File: config.mk
export PLATFORM = sky130hd
export DESIGN_NAME = aai_word_writer
export DESIGN_NICKNAME = d
export VERILOG_FILES = /design/src/rtl/aww_pkg.sv /design/src/rtl/aww_shift.sv /design/src/rtl/aww_ctrl.sv /design/src/rtl/aai_word_writer.sv
export SDC_FILE = /design/constraint.sdc
export NUM_CORES = 1
export LEC_CHECK = 0
export CAP_MARGIN = 5
export CORE_MARGIN = 5
export CORE_UTILIZATION = 40
export CTS_CLUSTER_SIZE = 25
export DETAILED_ROUTE_END_ITERATION = 6
export GPL_ROUTABILITY_DRIVEN = 0
export PLACE_DENSITY_LB_ADDON = 0.12
export REMOVE_ABC_BUFFERS = 1
export SETUP_SLACK_MARGIN = 0.3
export SKIP_LAST_GASP = 1
export SYNTH_ARGS = -nofsm -noshare
export SYNTH_HDL_FRONTEND = slang
export SYNTH_SLANG_ARGS = --single-unit
File: constraint.sdc
create_clock -name clk -period 2.8 [get_ports clk]
set_input_delay 0.56 -clock clk [delete_from_list [all_inputs] [get_ports clk]]
set_output_delay 0.56 -clock clk [all_outputs]
set_load 0.05 [all_outputs]
File: src/rtl/aww_pkg.sv
`timescale 1ns/1ps
package aww_pkg;

  localparam logic [7:0] OP_WR_ON   = 8'h06;
  localparam logic [7:0] OP_WR_OFF  = 8'h04;
  localparam logic [7:0] OP_AAI     = 8'hAD;
  localparam logic [7:0] OP_STATUS  = 8'h05;
  localparam logic [7:0] FILL_BYTE  = 8'h00;
  localparam int         BUSY_BIT   = 0;

  typedef enum logic [2:0] {
    FR_WR_ON,
    FR_FIRST,
    FR_NEXT,
    FR_POLL,
    FR_WR_OFF
  } frameKind_t;

  typedef enum logic [2:0] {
    S_IDLE,
    S_LOAD,
    S_SHIFT,
    S_GAP,
    S_FETCH
  } seqState_t;

  // control -> datapath strobes
  typedef struct packed {
    logic       csLow;
    logic       go;
    logic [7:0] txByte;
  } dpCmd_t;

  // datapath -> control report
  typedef struct packed {
    logic       byteDone;
    logic [7:0] rxByte;
  } dpStat_t;

endpackage

File: src/rtl/aww_shift.sv
`timescale 1ns/1ps
module aww_shift
  import aww_pkg::*;
#(
  parameter int CLK_DIV = 2
) (
  input  logic    clk,
  input  logic    rstN,
  input  dpCmd_t  cmd,
  output dpStat_t stat,
  output logic    sck,
  output logic    csN,
  output logic    mosi,
  input  logic    miso
);

  localparam int DIV_W = (CLK_DIV > 1) ? $clog2(CLK_DIV) : 1;
  localparam logic [DIV_W-1:0] DIV_LAST = DIV_W'(CLK_DIV - 1);

  logic             active;
  logic [DIV_W-1:0] divCnt;
  logic [2:0]       bitCnt;
  logic             sckReg;
  logic [7:0]       shTx;
  logic [7:0]       shRx;
  logic             doneQ;

  always_ff @(posedge clk or negedge rstN) begin
    if (!rstN) begin
      active <= 1'b0;
      divCnt <= '0;
      bitCnt <= '0;
      sckReg <= 1'b0;
      shTx   <= '0;
      shRx   <= '0;
      doneQ  <= 1'b0;
    end else begin
      doneQ <= 1'b0;
      if (!active) begin
        if (cmd.go) begin
          active <= 1'b1;
          shTx   <= cmd.txByte;
          divCnt <= '0;
          bitCnt <= '0;
          sckReg <= 1'b0;
        end
      end else if (divCnt == DIV_LAST) begin
        divCnt <= '0;
        if (!sckReg) begin
          // rising edge: sample the device
          sckReg <= 1'b1;
          shRx   <= {shRx[6:0], miso};
        end else begin
          // falling edge: present the next bit
          sckReg <= 1'b0;
          shTx   <= {shTx[6:0], 1'b0};
          if (bitCnt == 3'd7) begin
            active <= 1'b0;
            doneQ  <= 1'b1;
          end else begin
            bitCnt <= bitCnt + 3'd1;
          end
        end
      end else begin
        divCnt <= divCnt + DIV_W'(1);
      end
    end
  end

  assign stat.byteDone = doneQ;
  assign stat.rxByte   = shRx;
  assign sck           = sckReg;
  assign mosi          = shTx[7];
  assign csN           = ~cmd.csLow;

endmodule

File: src/rtl/aww_ctrl.sv
`timescale 1ns/1ps
module aww_ctrl
  import aww_pkg::*;
#(
  parameter int ADDR_BYTES = 3,
  parameter int CNT_W      = 16,
  parameter int CS_GAP     = 3
) (
  input  logic                    clk,
  input  logic                    rstN,
  input  logic                    start,
  input  logic [8*ADDR_BYTES-1:0] startAddr,
  input  logic [CNT_W-1:0]        wordCount,
  output logic                    wordReq,
  input  logic                    wordValid,
  input  logic [15:0]             wordData,
  output logic                    busy,
  output logic                    done,
  output logic                    addrErr,
  output dpCmd_t                  cmd,
  input  dpStat_t                 stat
);

  localparam int ADDR_W = 8 * ADDR_BYTES;
  localparam int IDX_W  = $clog2(ADDR_BYTES + 3);
  localparam int GAP_W  = (CS_GAP > 1) ? $clog2(CS_GAP) : 1;
  localparam logic [IDX_W-1:0] FIRST_LAST = IDX_W'(ADDR_BYTES + 2);
  localparam logic [IDX_W-1:0] NEXT_LAST  = IDX_W'(2);
  localparam logic [IDX_W-1:0] LO_IDX     = IDX_W'(ADDR_BYTES + 1);
  localparam logic [GAP_W-1:0] GAP_LAST   = GAP_W'(CS_GAP - 1);

  seqState_t          state;
  frameKind_t         kind;
  logic [IDX_W-1:0]   byteIdx;
  logic [IDX_W-1:0]   lastIdx;
  logic [ADDR_W-1:0]  addrQ;
  logic [ADDR_W-1:0]  addrShift;
  logic [15:0]        dataQ;
  logic [CNT_W-1:0]   remain;
  logic               isFirst;
  logic [GAP_W-1:0]   gapCnt;
  logic               csLow;
  logic [7:0]         txByte;

  // index of the final byte of each fixed-length frame
  always_comb begin
    case (kind)
      FR_FIRST: lastIdx = FIRST_LAST;
      FR_NEXT:  lastIdx = NEXT_LAST;
      default:  lastIdx = '0;
    endcase
  end

  // byte selection for the frame being sent
  always_comb begin
    addrShift = addrQ >> (8 * (ADDR_BYTES - int'(byteIdx)));
    txByte    = FILL_BYTE;
    case (kind)
      FR_WR_ON:  txByte = OP_WR_ON;
      FR_WR_OFF: txByte = OP_WR_OFF;
      FR_POLL:   txByte = (byteIdx == '0) ? OP_STATUS : FILL_BYTE;
      FR_FIRST: begin
        if (byteIdx == '0)          txByte = OP_AAI;
        else if (byteIdx < LO_IDX)  txByte = addrShift[7:0];
        else if (byteIdx == LO_IDX) txByte = dataQ[7:0];
        else                        txByte = dataQ[15:8];
      end
      FR_NEXT: begin
        if (byteIdx == '0)              txByte = OP_AAI;
        else if (byteIdx == IDX_W'(1))  txByte = dataQ[7:0];
        else                            txByte = dataQ[15:8];
      end
      default: txByte = FILL_BYTE;
    endcase
  end

  always_comb begin
    cmd.csLow  = csLow;
    cmd.go     = (state == S_LOAD);
    cmd.txByte = txByte;
  end

  assign wordReq = (state == S_FETCH);

  always_ff @(posedge clk or negedge rstN) begin
    if (!rstN) begin
      state   <= S_IDLE;
      kind    <= FR_WR_ON;
      byteIdx <= '0;
      addrQ   <= '0;
      dataQ   <= '0;
      remain  <= '0;
      isFirst <= 1'b0;
      gapCnt  <= '0;
      csLow   <= 1'b0;
      busy    <= 1'b0;
      done    <= 1'b0;
      addrErr <= 1'b0;
    end else begin
      done    <= 1'b0;
      addrErr <= 1'b0;
      case (state)
        S_IDLE: begin
          if (start) begin
            if (startAddr[0]) begin
              done    <= 1'b1;
              addrErr <= 1'b1;
            end else if (wordCount == '0) begin
              done <= 1'b1;
            end else begin
              busy    <= 1'b1;
              addrQ   <= startAddr;
              remain  <= wordCount;
              isFirst <= 1'b1;
              kind    <= FR_WR_ON;
              byteIdx <= '0;
              csLow   <= 1'b1;
              state   <= S_LOAD;
            end
          end
        end

        S_LOAD: state <= S_SHIFT;

        S_SHIFT: begin
          if (stat.byteDone) begin
            if (kind == FR_POLL && byteIdx != '0) begin
              if (!stat.rxByte[BUSY_BIT]) begin
                csLow  <= 1'b0;
                gapCnt <= '0;
                state  <= S_GAP;
              end else begin
                state <= S_LOAD;
              end
            end else if (kind != FR_POLL && byteIdx == lastIdx) begin
              csLow  <= 1'b0;
              gapCnt <= '0;
              state  <= S_GAP;
            end else begin
              byteIdx <= byteIdx + IDX_W'(1);
              state   <= S_LOAD;
            end
          end
        end

        S_GAP: begin
          if (gapCnt == GAP_LAST) begin
            case (kind)
              FR_WR_ON: state <= S_FETCH;
              FR_FIRST, FR_NEXT: begin
                kind    <= FR_POLL;
                byteIdx <= '0;
                csLow   <= 1'b1;
                remain  <= remain - CNT_W'(1);
                isFirst <= 1'b0;
                state   <= S_LOAD;
              end
              FR_POLL: begin
                if (remain == '0) begin
                  kind    <= FR_WR_OFF;
                  byteIdx <= '0;
                  csLow   <= 1'b1;
                  state   <= S_LOAD;
                end else begin
                  state <= S_FETCH;
                end
              end
              default: begin
                done  <= 1'b1;
                busy  <= 1'b0;
                state <= S_IDLE;
              end
            endcase
          end else begin
            gapCnt <= gapCnt + GAP_W'(1);
          end
        end

        S_FETCH: begin
          if (wordValid) begin
            dataQ   <= wordData;
            kind    <= isFirst ? FR_FIRST : FR_NEXT;
            byteIdx <= '0;
            csLow   <= 1'b1;
            state   <= S_LOAD;
          end
        end

        default: state <= S_IDLE;
      endcase
    end
  end

endmodule

File: src/rtl/aai_word_writer.sv
`timescale 1ns/1ps
module aai_word_writer
  import aww_pkg::*;
#(
  parameter int CLK_DIV    = 2,
  parameter int CS_GAP     = 3,
  parameter int ADDR_BYTES = 3,
  parameter int CNT_W      = 16
) (
  input  logic                    clk,
  input  logic                    rstN,
  input  logic                    start,
  input  logic [8*ADDR_BYTES-1:0] startAddr,
  input  logic [CNT_W-1:0]        wordCount,
  output logic                    wordReq,
  input  logic                    wordValid,
  input  logic [15:0]             wordData,
  output logic                    busy,
  output logic                    done,
  output logic                    addrErr,
  output logic                    sck,
  output logic                    csN,
  output logic                    mosi,
  input  logic                    miso
);

  dpCmd_t  dpCmd;
  dpStat_t dpStat;

  aww_ctrl #(
    .ADDR_BYTES(ADDR_BYTES),
    .CNT_W     (CNT_W),
    .CS_GAP    (CS_GAP)
  ) u_ctrl (
    .clk      (clk),
    .rstN     (rstN),
    .start    (start),
    .startAddr(startAddr),
    .wordCount(wordCount),
    .wordReq  (wordReq),
    .wordValid(wordValid),
    .wordData (wordData),
    .busy     (busy),
    .done     (done),
    .addrErr  (addrErr),
    .cmd      (dpCmd),
    .stat     (dpStat)
  );

  aww_shift #(
    .CLK_DIV(CLK_DIV)
  ) u_shift (
    .clk (clk),
    .rstN(rstN),
    .cmd (dpCmd),
    .stat(dpStat),
    .sck (sck),
    .csN (csN),
    .mosi(mosi),
    .miso(miso)
  );

endmodule

Word level (Yosys, flattened, before mapping)
Index checks and enable logic that the tools add are counted.
{ "word_totals": {"wordCells": 191, "ff_bits": 87, "out_inout_bits": 7, "in_bits": 61} }
{ "op_classes": {"n_mux": 100, "shifts": 1, "n_eq_ne": 32, "n_bitwise": 4, "magnitude_cmp": 1, "reduce_logical": 28, "addsub": 6} }
{ "ops": {"columns": ["op", "n"], "rows": [
  ["16-bit two-way mux", 5],
  ["3-bit two-way mux", 26],
  ["8-bit two-way mux", 9],
  ["8-bit one-hot mux with 5 select lines", 1],
  ["1-bit two-way mux", 37],
  ["16-bit logical NOT", 2],
  ["16-bit one-hot mux with 2 select lines", 1],
  ["24-bit by 32-bit right shift with 8-bit output", 1],
  ["2-bit inequality test (second input constant)", 11],
  ["11-bit AND reduction", 2],
  ["3-bit one-hot mux with 2 select lines", 3],
  ["3-bit one-hot mux with 3 select lines", 2],
  ["6-bit AND reduction", 3],
  ["2-bit two-way mux", 8],
  ["16-bit by 1-bit subtractor with 16-bit output (second input constant)", 1],
  ["3-bit one-hot mux with 5 select lines", 1],
  ["3-bit by 2-bit == test with 1-bit output (second input constant)", 4],
  ["3-bit == test (second input constant)", 4],
  ["3-bit one-hot mux with 4 select lines", 1],
  ["3-bit by 1-bit == test with 1-bit output (second input constant)", 3],
  ["3-bit logical NOT", 3],
  ["1-bit one-hot mux with 2 select lines", 4],
  ["4-bit AND reduction", 2],
  ["8-bit AND reduction", 1],
  ["other kinds (23)", 37]
]} }

Longest topological paths before layout
Gate-level depths: netlist of run 1.
{ "logic_depth": {"word_depth": 8, "ltp_mapped": 9, "ltp_nobuf": 7} }

Modules after synthesis
A second synthesis of run 1 with hierarchy kept.
{ "unflattened": {"cells_unflattened": 496, "area_unflattened_um2": 5173.7} }
{ "by_module_without_submodules": {"columns": ["module", "cells_each", "area_per_inst_um2", "instances"], "rows": [
  ["aww_ctrl", 409, 4150.2, 1],
  ["aww_shift", 87, 1023.5, 1]
]} }

Least setup slack after synthesis of run 1
OpenSTA, ideal clock, no wires.
{ "synth_timing": {"path_kind": "register to register", "startpoint": "register u_ctrl.byteIdx[1]", "endpoint": "register u_ctrl.csLow", "path_buffers": 2, "path_stages_with_launch": 10, "setup_slack_ps": 418, "arrival_ps": 2239, "period_less_slack_ps": 2382, "setup_time_ps": 144, "required_ps": 2656, "path_cell_list": "dfrtp_1 -> buf_1 -> inv_1 -> ha_1 -> clkbuf_1 -> nor2b_1 -> or2_2 -> o211a_1 -> a2111oi_0 -> o21ai_0"} }
{ "synth_between": {"elab_chain_cells": 5} }
{ "synth_rtl": {"columns": ["item", "line", "text"], "rows": [
  ["start, declared", "aww_ctrl.sv:34", "logic [IDX_W-1:0] byteIdx;"],
  ["start signal, assigned", "aww_ctrl.sv:140", "byteIdx <= byteIdx + IDX_W'(1);"],
  ["3-bit nonzero test", "aww_ctrl.sv:127", "if (kind == FR_POLL && byteIdx != '0) begin"],
  ["1-bit logical AND", "aww_ctrl.sv:127", null],
  ["1-bit two-way mux", "aww_ctrl.sv:127", null],
  ["1-bit two-way mux", "aww_ctrl.sv:126", "if (stat.byteDone) begin"],
  ["1-bit one-hot mux with 4 select lines", "aww_ctrl.sv:102", "case (state)"],
  ["end signal, assigned", "aww_ctrl.sv:117", "csLow <= 1'b1;"],
  ["end signal, assigned", "aww_ctrl.sv:129", "csLow <= 1'b0;"],
  ["end signal, assigned", "aww_ctrl.sv:136", "csLow <= 1'b0;"],
  ["end, declared", "aww_ctrl.sv:42", "logic csLow;"]
]} }
Parallel ways exist; a longest one is shown, timed or not. The select of a mux whose other input is x is not followed.
A chain may end at the register's enable or synchronous reset.

Worst setup path in the final report of run 1
{ "layout_timing": {"startpoint": "input wordCount[11]", "endpoint": "register u_ctrl.kind[1]"} }
{ "layout_between": {"elab_chain_cells": 3} }
{ "layout_rtl": {"columns": ["item", "line", "text"], "rows": [
  ["start, declared", "aai_word_writer.sv:14", "input logic [CNT_W-1:0] wordCount,"],
  ["16-bit logical NOT", "aww_ctrl.sv:108", "end else if (wordCount == '0) begin"],
  ["2-bit inequality test (no source line)", null, null],
  ["8-bit AND reduction (no source line)", null, null],
  ["end signal, assigned", "aww_ctrl.sv:182", "kind <= isFirst ? FR_FIRST : FR_NEXT;"],
  ["end, declared", "aww_ctrl.sv:33", "frameKind_t kind;"]
]} }
No other way between the ends.

==> results of run 1 <==
==> logic make-up after synthesis <==
kind of cell    Yosys count
simple gates            146
xor+xnor                  2
flops                    87
fa+ha+maj                 7
mux                      62
buf+inv                  45
compound gates          127
==> layer usage <==
metal / vias to the layer above / share of wire, %
li1: 1896 / -
met1: 1932 / 47
met2: 98 / 46
met3: 12 / 4.7
met4: 0 / 1.8
met5: - / 0
==> final cells by class <==
type	instances	area share, %
multi-input combinational	344	40.4
clock buffer	14	4.60
inverter	13	0.819
tap	143	3.00
sequential	87	36.5
clock inverter	2	0.630
timing repair buffer	84	14.0
==> sequential cells by signal, indices dropped and copies added, names as in the netlist <==
name,flops
u_ctrl.addrQ,23
u_ctrl.dataQ,16
u_ctrl.remain,16
u_shift.shTx,8
u_ctrl.byteIdx,3
u_ctrl.kind,3
u_ctrl.state,3
u_shift.bitCnt,3
u_ctrl.gapCnt,2
u_ctrl.addrErr,1
u_ctrl.busy,1
u_ctrl.csLow,1
u_ctrl.done,1
u_ctrl.isFirst,1
u_shift.active,1
u_shift.divCnt,1
u_shift.doneQ,1
u_shift.sck,1
u_shift.shRx,1
==> power by group through the flow <==
stage	Combinational [mW]	Sequential, mW	Clock, mW
2_1_floorplan	1.81	2.34	0
3_3_place_gp	2.64	2.34	0
3_5_place_dp	2.68	2.36	0
4_1_cts	2.70	2.33	1.29
5_1_grt	2.98	2.44	1.35
6_report	2.69	2.34	1.25
==> critical path: cells and delay by family <==
| family | cells | cell delay, ns |
|---|---|---|
| mux | 1 | 0.33 |
| buf+inv | 1 | 0.43 |
| compound gates | 1 | 0.28 |
| simple gates | 3 | 1.06 |
==> layout by cell type, fill, tap and decap left out, types with 3 or more instances in the layout <==
master and instances:
a22o_1 6, nor2_1 39, o31ai_1 3, nor4_1 7
and3_1 3, o21ai_0 28, clkbuf_8 3, mux2i_1 15
a221oi_1 9, dfrtp_1 87, a21oi_1 27, ha_1 7
mux2_2 47, a22oi_1 4, or3_1 6, clkbuf_16 9
or4_4 3, nand2b_1 5, clkdlybuf4s50_1 65, buf_4 15
nor3b_1 7, a2bb2oi_1 3, inv_1 13, nand2_1 29
nor2b_1 3, or2_2 3, o22ai_1 9, a211oi_1 5
o22a_1 5, buf_12 3, nor3_1 14, a31oi_1 9
nand3_1 11
==> final timing paths <==
kind | startpoint | end | slack, ns | cells after the start
hold / removal | rstN | u_shift.bitCnt[1] | 0.25 | 1
setup / recovery | wordCount[11] | u_ctrl.kind[1] | 0.37 | 6
setup reg to reg | u_ctrl.remain[0] | u_ctrl.byteIdx[1] | 0.37 | 7
min in group clk | u_shift.shTx[0] | u_shift.shTx[0] | 0.49 | 2
max in group asynchronous | rstN | u_ctrl.state[2] | 1.90 | 2
hold reg to reg | u_shift.shTx[0] | u_shift.shTx[0] | 0.49 | 2
==> metrics by stage <==
step / utilization [%] / instance area, µm²
after global routing: 51.7 / 5960
after global placement: 48.9 / 5640
after CTS: 51.6 / 5950
after detailed placement: 48.9 / 5640
after floorplan: - / 4630
final: 51.7 / 5960
==> what timing repair did <==
action                     CTS  global route
buffers inserted             0             1
gates resized for setup      1             2
pin swaps                    1             1
setup endpoints to repair    2             4
==> results.yml, run 1 <==
routing:
  drt_pre_antenna_iters: 5
  wl_per_cell_um: 17.1
  wirelength_mm: 11.7
  drtIter0Drc: 177
  routed-via-count: 3938
  drtAntennaViolNets: 0
  routed_via_density: 5.73
  drc: 0
power:
  peakVddDrop_mv: 0.473
  p_int_mw: 3.89
  leakage_nw: 2.53
  pwr-share-comb_pct: 42.8
  seqPwrFrac_pct: 37.3
  powerDensity_nw_per_um2: 1050
  p_switching_mw: 2.39
  p_clk_share_pct: 19.9
  sw_frac_of_total_pct: 38.0
  fin_total_pwr_mw: 6.28
clocking:
  tritoncts: "done"
  cts_made_buffers: 9
  hold_buffers: 0
  clock_latency_ns: 0.35
  cts_root_buf: "clkbuf_16"
  clk_pin_slew_ns: 0.06
  cts_buffer_depth: 2
  cts_sinks: 87
  h-tree-depth: 3
layout:
  seqCellArea_um2: 2180
  nets: 607
  syn_to_final_growth_pct: 25.2
  multi_input_area_um2: 2410
  drive_gt1_share_pct: 16.7
  nFillCells: 1083
  num_antenna_cells: 0
  final_cells: 687
yosys:
  yosys-top-cells-area: "dfrtp_1 (46%), mux2_2 (11%), mux2i_1 (3.2%), nor2_1 (3.1%), o21ai_0 (2.9%)"
  yosys-mux-area-fraction_pct: 14.3
  synth_top_family_by_area: "compound AO/OA/AOI/OAI gates"
  synthSimpleGateAreaFrac_pct: 16.5
  seq_area_frac_synth_pct: 45.8
  yosys.area_share.xor_xnor_pct: 0.368
  synth_compound_area_share_pct: 17.6
  syn_avg_cell_area_um2: 9.99
  ys_async_sr_fraction_pct: 100
  synth_seq_cells: 87
  yosysWarnings: 0
  yosysTopAreaCellShare_pct: 45.8
  synthTopCellsByCount: "dfrtp_1 (87), mux2_2 (47), nor2_1 (39)"
  yosys.area_share.adder_pct: 1.84
  synthDistinctLibCells: 61
  synth_area_leader_cell: "dfrtp_1"
  synth-edff-count: 0
  synthesis.area_um2: 4760
  post-synth-top-count-cell: "dfrtp_1"
  synthCells: 476
  synth_flop_cell: "dfrtp_1"
sta:
  setup_ws_ns: 0.373
  fin_skew_ns: 0.0107
  final_hold_viol_count: 0
  fin_crit_sh_pct: 86.7
  finalMaxSlewViolations: 0
  worst_pin_slew_ns: 0.647
  clock.fmax_mhz: 412
  setup_viol: 0
  relSlewSlack_pct: 56.9
  tns_ns: 0
  fin_crit_ns: 2.43
  whs_ns: 0.253
  rsz0062_at_grt: "true"
global_route:
  antenna_found_initial: 0
  grt_pass1_vias: 3909
  grtUsageMet2_pct: 26.7
  grt_pass1_wl_mm: 19.7
  grt.busiest_layer: "met2"
  grt-ovfl-total: 0
  gr-usage-all-layers_pct: 17.2
  gr-usage-met1_pct: 23.7
  grt_util_met3_pct: 3.22
  grt_max_degree: 50
placed_design:
  dp_slack_ns: 0.0273
  dpl.cell_count: 670
  hpwl_mm: 8.39
  port_buffers: 67
floorplanning:
  die_area_um2: 14200
  io_pins: 68
  design.core.area_um2: 11500
  die_h_um: 119
  fp-row-count: 39
  start_util_pct: 41.3
  fp.dieW_um: 119
setup_path:
  cp-start-kind: "primary input"
  crit_chain: "clkdlybuf4s50_1 -> nor4_1 -> and4_1 -> a221o_1 -> or3_1 -> mux2_2"
  crit_path_top_delay_cell: "nor4_1"
  worstPathArrival_ns: 2.65
  crit_fanout: 6
  endpoint_kind: "flop"
  critPathRequiredTime_ns: 3.03
  criticalPathCategory: "primary input to flop"
  critPathMaxStageDelay_ns: 0.56
min_path:
  hold_path_class: "primary input to async pin"
outcome:
  status: "completed"
run:
  drv_cap: 0
Note: power is estimated with default switching activity, not from simulation.
==> inputs of run 2 (changes only) <==
- CORE_UTILIZATION: 40 -> 55
- PLACE_DENSITY: default -> 0.8
- PLACE_DENSITY_LB_ADDON: 0.12 -> default
==> results.yml, run 2 (synthesis results as in run 1) <==
outcome:
  status: "completed"
setup_path:
  rrSetupSlack_ns: 0.38
  worstPathArrival_ns: 2.68
  crit_path_top_delay_cell: "or4_4"
  endpoint_kind: "flop"
  r2r-start: "u_ctrl.remain[0]"
  criticalPathCategory: "flop to flop"
  crit_chain: "inv_1 -> ha_1 -> or3b_4 -> nor3_4 -> a21oi_4 -> or4_4 -> o32ai_1"
  critPathRequiredTime_ns: 3.06
  r2r-end: "u_ctrl.byteIdx[1]"
  crit_fanout: 9
  r2r_cells: 7
  critPathMaxStageDelay_ns: 0.55
  cp-start-kind: "flop"
sta:
  fin_skew_ns: 0.00986
  final_hold_viol_count: 0
  rsz0062_at_grt: "false"
  fin_crit_sh_pct: 86.5
  fin_crit_ns: 2.42
  relSlewSlack_pct: 53.5
  finalMaxSlewViolations: 0
  clock.fmax_mhz: 413
  worst_pin_slew_ns: 0.698
  setup_viol: 0
  tns_ns: 0
routing:
  drtAntennaViolNets: 0
  routed_via_density: 6.20
  drt_pre_antenna_iters: 5
  wl_per_cell_um: 17.6
  routed-via-count: 4050
  drc: 0
  drtIter0Drc: 309
  wirelength_mm: 11.5
floorplanning:
  fp-row-count: 34
  die_h_um: 103
  design.core.area_um2: 8590
  start_util_pct: 55.4
  io_pins: 68
  die_area_um2: 10600
  fp.dieW_um: 103
layout:
  final_cells: 653
  final_cell_mix: "dfrtp_1 (86), clkdlybuf4s50_1 (65), mux2_2 (47), nor2_1 (39), nand2_1 (29)"
  nFillCells: 670
  max_flop_register: "u_ctrl.addrQ"
  syn_to_final_growth_pct: 21.5
  num_antenna_cells: 0
  largestRegisters: "u_ctrl.addrQ x23, u_ctrl.dataQ x16, u_ctrl.remain x16"
  largest_reg_flops: 23
  nets: 608
  drive_gt1_share_pct: 17.2
  layout_commonest_cell: "dfrtp_1"
clocking:
  clk_pin_slew_ns: 0.09
  h-tree-depth: 3
  tritoncts: "done"
  cts_root_buf: "clkbuf_8"
  clock_latency_ns: 0.36
  cts_sinks: 87
  cts_buffer_depth: 2
  cts_made_buffers: 9
global_route:
  grt_pass1_wl_mm: 19.1
  grt_max_degree: 55
  antenna_found_initial: 0
  grt_pass1_vias: 3984
  grt-ovfl-total: 0
  gr-usage-all-layers_pct: 22.9
placed_design:
  hpwl_mm: 8.36
  port_buffers: 67
  dpl.cell_count: 633
run:
  drv_cap: 0
power:
  leakage_nw: 2.47
  powerDensity_nw_per_um2: 1010
  fin_total_pwr_mw: 5.85
  peakVddDrop_mv: 0.453
min_path:
  hold_path_class: "primary input to async pin"
## run 2: cell count changes in the layout (fill, tap and decap cells not counted), moves of 2 or more
| cell | previous run | this run |
|---|---|---|
| buf_4 | 15 | 17 |
| clkbuf_16 | 9 | 0 |
| clkbuf_8 | 3 | 9 |
| clkinvlp_4 | 1 | 3 |
## run 2: final cells by class
| cell class | instances | area (µm²) | share of cell area [%] |
|---|---|---|---|
| Tap cell | 108 | 135 | 2.34 |
| Clock inverter | 6 | 45.0 | 0.780 |
| Clock buffer | 10 | 128 | 2.21 |
| Timing Repair Buffer | 85 | 827 | 14.3 |
| Sequential cell | 87 | 2180 | 37.7 |
| Multi-Input combinational cell | 344 | 2420 | 41.8 |
| Inverter | 13 | 48.8 | 0.845 |
## run 2: how the worst max path moves through the flow
stage                      from           endpoint  depth (start not counted)
5_1_grt        u_ctrl.remain[0]  u_ctrl.byteIdx[1]                          7
3_3_place_gp       wordCount[6]  u_ctrl.byteIdx[1]                          6
4_1_cts        u_ctrl.remain[0]  u_ctrl.byteIdx[1]                          7
3_5_place_dp      wordCount[11]     u_ctrl.kind[1]                          6
6_report       u_ctrl.remain[0]  u_ctrl.byteIdx[1]                          7
2_1_floorplan   u_ctrl.state[2]  u_ctrl.remain[13]                          5
## run 2: repair_timing
action                     CTS  global route
pin swaps                    1             1
hold buffers                 0             0
setup buffers                0             4
setup endpoints to repair    3             8
cloned                       0             0
resized for setup            1             3
## run 2: per-stage QoR
step | area [µm²] | util [%] | setup slack (ns) | hold WS (ns)
after floorplan | 4630 | - | 0.222 | 0.264
after global placement | 5570 | 64.8 | 0.186 | 0.464
after detailed placement | 5570 | 64.8 | 0.0956 | 0.476
after CTS | 5740 | 66.8 | 0.300 | 0.149
after global routing | 5780 | 67.2 | 0.285 | 0.165
final | 5780 | 67.2 | 0.377 | 0.133
## run 2: power breakdown
group,switching (mW),internal [mW],total [mW]
Combinational,1.42,1.28,2.70
Clock,0.466,0.326,0.792
Sequential,0.520,1.84,2.36
## run 2: per-layer routing
metal	up-vias	global-route usage (%)	part of all wire, %
met5	-	0	0
met3	16	5.41	5.8
met1	1987	32.2	44
li1	1898	-	-
met2	149	36.0	49
met4	0	5.48	1.0
## run 2: worst max-delay path: cells and delay by family, from the launching register on
family / cells / cell delay, ns
fa+ha+maj: 1 / 0.21
flops: 1 / 0.42
compound gates: 2 / 0.35
buf+inv: 1 / 0.08
simple gates: 3 / 1.25
